## config.mk

```make
export PLATFORM = sky130hd
export DESIGN_NAME = err_capture_unit
export DESIGN_NICKNAME = d
export VERILOG_FILES = /design/src/rtl/err_capture_unit.sv
export SDC_FILE = /design/constraint.sdc
export NUM_CORES = 2
export LEC_CHECK = 0
export CAP_MARGIN = 20
export CORE_MARGIN = 10
export CORE_UTILIZATION = 52
export DETAILED_ROUTE_END_ITERATION = 12
export PLACE_DENSITY = 0.81
export SLEW_MARGIN = 20
export SYNTH_ARGS = -nofsm -noshare
export SYNTH_HDL_FRONTEND = slang
export SYNTH_SLANG_ARGS = --single-unit
```

## constraint.sdc

```tcl
create_clock -name clk -period 4.2 [get_ports clk]
set_input_delay 1.05 -clock clk [delete_from_list [all_inputs] [get_ports clk]]
set_output_delay 1.05 -clock clk [all_outputs]
set_load 0.005 [all_outputs]
```

## src/rtl/err_capture_unit.sv

```systemverilog
`timescale 1ns/1ps
module err_capture_unit #(
  parameter int DATA_WORDS = 16,
  parameter int QID_W      = 24,
  parameter int PORT_W     = 10,
  parameter int MEMID_W    = 5,
  parameter int EADDR_W    = 16,
  parameter int ADDR_W     = $clog2(8 + DATA_WORDS)
)(
  input  logic                     clk,
  input  logic                     rst_n,
  input  logic                     reg_wr,
  input  logic [ADDR_W-1:0]        reg_addr,
  input  logic [31:0]              reg_wdata,
  output logic [31:0]              reg_rdata,
  input  logic [31:0]              evt,
  input  logic                     evt_dcp,
  input  logic [PORT_W-1:0]        evt_port,
  input  logic [QID_W-1:0]         evt_qid,
  input  logic [MEMID_W-1:0]       evt_memid,
  input  logic [EADDR_W-1:0]       evt_eaddr,
  input  logic [DATA_WORDS*32-1:0] evt_edata,
  output logic                     irq
);
  localparam logic [31:0] VALID_M = 32'h3F83_0F1F;
  localparam logic [31:0] PORT_M  = 32'h0003_0F0D;
  localparam logic [31:0] QID_M   = 32'h0002_051F;
  localparam logic [31:0] ECC_M   = 32'h0300_0000;
  localparam int IDX_W = $clog2(DATA_WORDS);
  localparam logic [ADDR_W-1:0] A_STAT = ADDR_W'(0);
  localparam logic [ADDR_W-1:0] A_EN   = ADDR_W'(1);
  localparam logic [ADDR_W-1:0] A_DIS  = ADDR_W'(2);
  localparam logic [ADDR_W-1:0] A_INH  = ADDR_W'(3);
  localparam logic [ADDR_W-1:0] A_CAP  = ADDR_W'(4);
  localparam logic [ADDR_W-1:0] A_QID  = ADDR_W'(5);
  localparam logic [ADDR_W-1:0] A_PORT = ADDR_W'(6);
  localparam logic [ADDR_W-1:0] A_ECC  = ADDR_W'(7);
  localparam logic [ADDR_W-1:0] A_DATA = ADDR_W'(8);

  logic [31:0] status_q, en_q, dis_q, cap_q;
  logic        inh_q;
  logic [QID_W-1:0]   cap_qid_q;
  logic               cap_dcp_q;
  logic [PORT_W-1:0]  cap_port_q;
  logic [MEMID_W-1:0] cap_memid_q;
  logic [EADDR_W-1:0] cap_eaddr_q;
  logic [DATA_WORDS*32-1:0] data_q;

  function automatic logic [4:0] top_bit(input logic [31:0] v);
    logic [4:0] r;
    r = '0;
    for (int i = 0; i < 32; i++)
      if (v[i]) r = 5'(i);
    return r;
  endfunction

  logic [31:0] evm, elig, hot;
  logic        take, p_cls, q_cls, e_cls;
  logic        we_stat, we_en, we_dis, we_inh, we_cap;

  assign evm     = evt & VALID_M;
  assign elig    = evm & ~dis_q;
  assign take    = (cap_q == '0) && (elig != '0);
  assign hot     = 32'd1 << top_bit(elig);
  assign p_cls   = |(hot & PORT_M);
  assign q_cls   = |(hot & QID_M);
  assign e_cls   = |(hot & ECC_M);
  assign we_stat = reg_wr && reg_addr == A_STAT;
  assign we_en   = reg_wr && reg_addr == A_EN;
  assign we_dis  = reg_wr && reg_addr == A_DIS;
  assign we_inh  = reg_wr && reg_addr == A_INH;
  assign we_cap  = reg_wr && reg_addr == A_CAP;
  assign irq     = (|(status_q & en_q)) && !inh_q;

  always_ff @(posedge clk or negedge rst_n) begin
    if (!rst_n) begin
      status_q    <= '0;
      en_q        <= '0;
      dis_q       <= '0;
      inh_q       <= 1'b0;
      cap_q       <= '0;
      cap_qid_q   <= '0;
      cap_dcp_q   <= 1'b0;
      cap_port_q  <= '0;
      cap_memid_q <= '0;
      cap_eaddr_q <= '0;
      data_q      <= '0;
    end else begin
      status_q <= (status_q & ~(we_stat ? reg_wdata : 32'd0)) | evm;
      if (we_en)  en_q  <= reg_wdata;
      if (we_dis) dis_q <= reg_wdata;
      if (we_inh) inh_q <= reg_wdata[0];
      if (take) begin
        cap_q       <= hot;
        cap_qid_q   <= q_cls ? evt_qid   : '0;
        cap_dcp_q   <= p_cls ? evt_dcp   : 1'b0;
        cap_port_q  <= p_cls ? evt_port  : '0;
        cap_memid_q <= e_cls ? evt_memid : '0;
        cap_eaddr_q <= e_cls ? evt_eaddr : '0;
        data_q      <= e_cls ? evt_edata : '0;
      end else if (we_cap) begin
        cap_q <= cap_q & ~reg_wdata;
      end
    end
  end

  logic [IDX_W-1:0] didx;
  assign didx = IDX_W'(reg_addr - A_DATA);

  always_comb begin
    reg_rdata = '0;
    case (reg_addr)
      A_STAT: reg_rdata = status_q;
      A_EN:   reg_rdata = en_q;
      A_DIS:  reg_rdata = dis_q;
      A_INH:  reg_rdata = {31'd0, inh_q};
      A_CAP:  reg_rdata = cap_q;
      A_QID:  reg_rdata = 32'(cap_qid_q);
      A_PORT: reg_rdata = {cap_dcp_q, 31'(cap_port_q)};
      A_ECC:  reg_rdata = (32'(cap_memid_q) << 24) | 32'(cap_eaddr_q);
      default:
        if (reg_addr >= A_DATA && 32'(reg_addr) < 32'(8 + DATA_WORDS))
          reg_rdata = data_q[32*didx +: 32];
    endcase
  end
endmodule


```

## After elaboration in Yosys (flattened, before gate mapping)

Index checks and enable logic that the tools add are counted.

- Register bits: 697
- Output and inout bits: 33

- Shift-type cells: 2
- Equal/unequal tests: 7
- Muxes and demuxes: 42
- Reductions and logical operators: 17
- Add/sub/neg operators: 1
- Bitwise gates (word level): 9
- $lt $le $gt $ge: 2

Operators with widths:

| kind | number |
|---|---|
| two-way mux 512 bit | 1 |
| indexed part select 512 x 10 -> 32 bit | 1 |
| case mux 32 bit (8 select lines) | 1 |
| two-way mux 32 bit | 4 |
| two-way mux 5 bit | 25 |
| bitwise AND 32 bit | 3 |
| inverter 32 bit | 3 |
| bitwise AND 30 x 32 -> 32 bit | 1 |
| logical NOT 32 bit | 1 |
| bitwise OR 32 x 30 -> 32 bit | 1 |
| nonzero test 32 bit | 1 |
| OR reduction 32 bit | 1 |
| << shifter 1 x 5 -> 32 bit, first input constant | 1 |
| bitwise OR 29 x 16 -> 29 bit | 1 |
| two-way mux 24 bit | 1 |
| equality test 5 x 3 -> 1 bit, second input constant | 4 |
| two-way mux 16 bit | 1 |
| two-way mux 3 bit | 4 |
| equality test 5 x 2 -> 1 bit, second input constant | 2 |
| two-way mux 10 bit | 1 |
| OR reduction 9 bit | 1 |
| logical AND 1 bit | 8 |
| OR reduction 8 bit | 1 |
| equality test 5 x 1 -> 1 bit, second input constant | 1 |
| other kinds (9) | 11 |

## Logic depth before layout (Yosys ltp)

- Depth after elaboration: 36
- Depth in mapped cells: 10

## Least setup slack after synthesis

OpenSTA, ideal clock, no wires.

- Path type: input to output
- Start point: in reg_addr[0]
- End point: out reg_rdata[10]
- Required time: 3150 ps
- Data arrival time: 2811 ps
- Stages on the path: 6
- Setup slack: 339 ps
- Cells stage by stage: buf_2 clkbuf_1 mux4_2 a221oi_1 a21oi_1 nand4b_1

- Longest elaborated chain between the ends: 4
- Elaborated cells between the ends (all ways): 15

Ends and longest elaborated chain:

| what | line | source |
|---|---|---|
| from (decl) | 13 | `input logic [ADDR_W-1:0] reg_addr,` |
| subtractor 4 bit, or another cell as far along | 108 | `assign didx = IDX_W'(reg_addr - A_DATA);` |
| indexed part select 512 x 10 -> 32 bit or logical AND 1 bit (tied branches) | 123, 122 |  |
| two-way mux 32 bit | 122 | `if (reg_addr >= A_DATA && 32'(reg_addr) < 32'(8 + DATA_WORDS))` |
| case mux 32 bit (8 select lines) (*) | 112 | `case (reg_addr)` |
| to (decl) | 15 | `output logic [31:0] reg_rdata,` |

Every way passes the cells marked *; elsewhere a longest branch is shown, timed or not.

## Worst setup path in the final report

- Start point: in reg_addr[0]
- End point: out reg_rdata[6]

Same word-level chain as after synthesis.

==> impl_metrics.csv <==
group,metric,value,unit
routing,first_pass_iters,6,
global_route,grt_max_degree,133,
layout,final_layout_size_suffix_gt1_share,17.02,%
yosys,yosys_warnings,0,
cts,cts_buffers,73,
cts,cts_max_path_buffers,3,
routing,antenna_left,0,
status,outcome,"complete, no violations",
worst_setup_path,crit_path_start,"reg_addr[0]",
yosys,synthFlopType,"dfrtp_1",
worst_setup_path,timing.rr.end,"cap_q[28]",
routing,drt-initial-drc-count,3914,
worst_setup_path,ff2ff_setup_slack,0.82,ns
pwr,p_leak,21.92,nW
sta,period_minus_slack,4.197,ns
yosys,ys_ff_latch,697,
cts,path_clk_slew,0.06,ns
worst_setup_path,slowest_stage,"mux4_2",
yosys,synthArstFlopShare,100.0,%
yosys,syn_inst,3357,
worst_setup_path,critPathLaunchType,"input port",
sta,timing_worst_slew_pin_value,0.8596,ns
sta,clock.fmax,0.2382,GHz
placed_design,gp_congestion,1.009,
layout,final_common_cell,"nand2_1",
job,drv_cap,0,
yosys,synth-simple-area-share,24.17,%
cts,cts_tree,"built",
yosys,synth-xor-area-share,0,%
routing,drc,0,
pwr,power_density,557.5,nW/um2
routing,vias,30422,
worst_setup_path,worst_ep_required_time,3.15,ns
yosys,synth-edff-count,0,
yosys,synth_top_family_by_area,"simple AND/OR/NAND/NOR gates",
sta,layout_setup_ws,0.002507,ns
floorplanning,io_pins,673,
cts,postCtsHoldBufs,0,
cts,htree_levels,3,
sta,slew_headroom,42.69,%
floorplanning,chipHeight,273.0,um
yosys,synth_fa_ha_area_share,0,%
routing,drt_wl_total,133700,um
cts,root_buffer,"clkbuf_16",
worst_setup_path,cp_max_fo,6,
worst_setup_path,worstPathArrival,3.15,ns
placed_design,portBuffers,658,
sta,fin_worst_skew,0.02143,ns
cts,insertion_delay,0.62,ns
worst_hold_path,min_path_type,"input port to async pin",
floorplanning,num_rows,92,
placed_design,place_ws,-0.4846,ns
worst_setup_path,path_class,"input port to output pin",
global_route,grt_use_total,35.06,%
placed_design,dp_hpwl,99350,um
layout,final_cell_mix,"1,150 x nand2_1, 697 x dfrtp_1, 620 x clkdlybuf4s50_1",
worst_setup_path,cp-end-kind,"output pin",
global_route,grt_pass1_wl,195600,um
layout,nNetsFinal,4687,
cts,cts_sinks,697,
yosys,synth_mux_area_share,11.94,%
yosys,syn-num-nets,3997,
sta,whs,0.3565,ns
pwr,peakVddDrop,0.0003897,V
global_route,overflow,0,
yosys,yosysUniqueCellTypes,63,
worst_setup_path,crit_chain,"clkbuf_16 -> buf_12 -> mux4_2 -> mux4_2 -> o21ai_2 -> nand4_1 -> buf_4 -> dlygate4sd2_1",
global_route,grt_pass1_vias,30490,
sta,setup_viol,0,
placed_design,dp_cells,4788,
routing,wl_per_cell,26.79,um
floorplanning,start_util,52.66,%
placed_design,dpl_cell_area,41790,um2
worst_setup_path,r2r-start,"cap_q[9]",
worst_setup_path,crit_buf_inv,4,
layout,areaGrowthSynthToFinish,36.11,%
worst_setup_path,cpPeakStageDelay,0.57,ns
worst_setup_path,crit_top_cell,"mux4_2",
yosys,avgSynthCellArea,9.914,um2
worst_setup_path,worst-path-stages,8,
floorplanning,fp.coreArea,63200,um2
worst_setup_path,cp-endpoint,"reg_rdata[6]",
layout,design_area,45300,um2
floorplanning,die_w,273.0,um
floorplanning,dieArea,74520,um2
yosys,synth_compound_area_share,7.019,%
yosys,netlist_area,33280,um2
global_route,antenna_found_initial,39,
yosys,ys_seq_area_share,52.41,%
worst_setup_path,reg2regPathDepth,7,
worst_setup_path,critPathTopFamily,"multiplexers",
routing,viasPerCell,6.097,
layout,stdcell_count,4990,
sta,slew_viol_final,0,
sta,hold_viol,0,
sta,fin_crit_sh,99.94,%
## cells by family (layout without fill, tap and decap cells)
family          Yosys count  in the layout
simple gates           1869           1869
flops                   697            697
buf+inv                 299           1049
compound gates          278            278
mux                     214            214
other cells               0             37
## state kept, by name, summed over array words and instances, names as in the netlist, 5 cells and up
| signal | count |
|---|---|
| data_q | 512 |
| cap_q | 32 |
| dis_q | 32 |
| en_q | 32 |
| status_q | 32 |
| cap_qid_q | 24 |
| cap_eaddr_q | 16 |
| cap_port_q | 10 |
| cap_memid_q | 5 |
## cells in the mapped netlist, types with 34 or more instances
| library cell | number | area share [%] |
|---|---|---|
| nand2_1 | 1151 | 13 |
| dfrtp_1 | 697 | 52 |
| nand3_1 | 590 | 8.9 |
| mux4_2 | 139 | 9.4 |
| buf_2 | 120 | 1.8 |
| clkbuf_1 | 74 | 0.83 |
| mux2_2 | 73 | 2.5 |
| a22oi_1 | 68 | 1.5 |
| buf_4 | 51 | 1.2 |
| nor2_1 | 47 | 0.53 |
| a21o_1 | 36 | 0.81 |
| a221oi_1 | 34 | 0.89 |
## worst min path at each step
stage	startpoint	end	cells after the start
2_1_floorplan	cap_eaddr_q[1]	cap_eaddr_q[1]	2
3_3_place_gp	data_q[213]	data_q[213]	2
3_5_place_dp	data_q[337]	data_q[337]	2
4_1_cts	rst_n	data_q[87]	1
5_1_grt	rst_n	data_q[20]	1
6_report	rst_n	data_q[87]	1
## repair_timing
| item | CTS | global route |
|---|---|---|
| endpoints found under the setup margin | 32 | 27 |
| cloned | 6 | 1 |
| pin swaps | 16 | 14 |
| resized for setup | 144 | 41 |
| setup buffers | 12 | 12 |
## worst reg2reg max path, cell delays in order, from the launching register on
cell and delay (ns):
dfrtp_1 0.43, nor4_1 0.59, nand4_1 0.25, nor2_1 0.63, o21a_4 0.28, or2_1 0.68, nand2_1 0.16, a32o_1 0.24
## layout make-up
cell class,instances,area (um2)
Fill cell,4389,17890
Tap cell,846,1059
Sequential cell,697,17440
Clock inverter,31,402.9
Clock buffer,104,2146
Inverter,27,101.3
Timing Repair Buffer,887,9209
Multi-Input combinational cell,2361,14850
Antenna cell,37,92.59
## metrics by stage
| step | TNS (ns) | utilization [%] | total power, W |
|---|---|---|---|
| floorplan | 0 | - | 0.01475 |
| global placement | -11.52 | 66.13 | 0.01760 |
| detailed placement | -11.36 | 66.13 | 0.01795 |
| CTS | -0.1898 | 71.30 | 0.02502 |
| global route | -0.07956 | 71.67 | 0.02644 |
| finish | 0 | 71.68 | 0.02526 |
## metal layers
metal  part of all wire (%)  track usage [%]
met2                     47            55.24
met5                  0.041                0
met1                     37            43.76
met4                    6.0            20.06
met3                     10            8.769
## report_power, final
part           total (W)  switching (W)  internal [W]  leakage, nW
clock            0.00689        0.00282       0.00408         1.27
combinational    0.00773        0.00448       0.00326         11.2
sequential        0.0106        0.00155       0.00908         9.45
No activity file was read; power rests on OpenSTA's default activity.
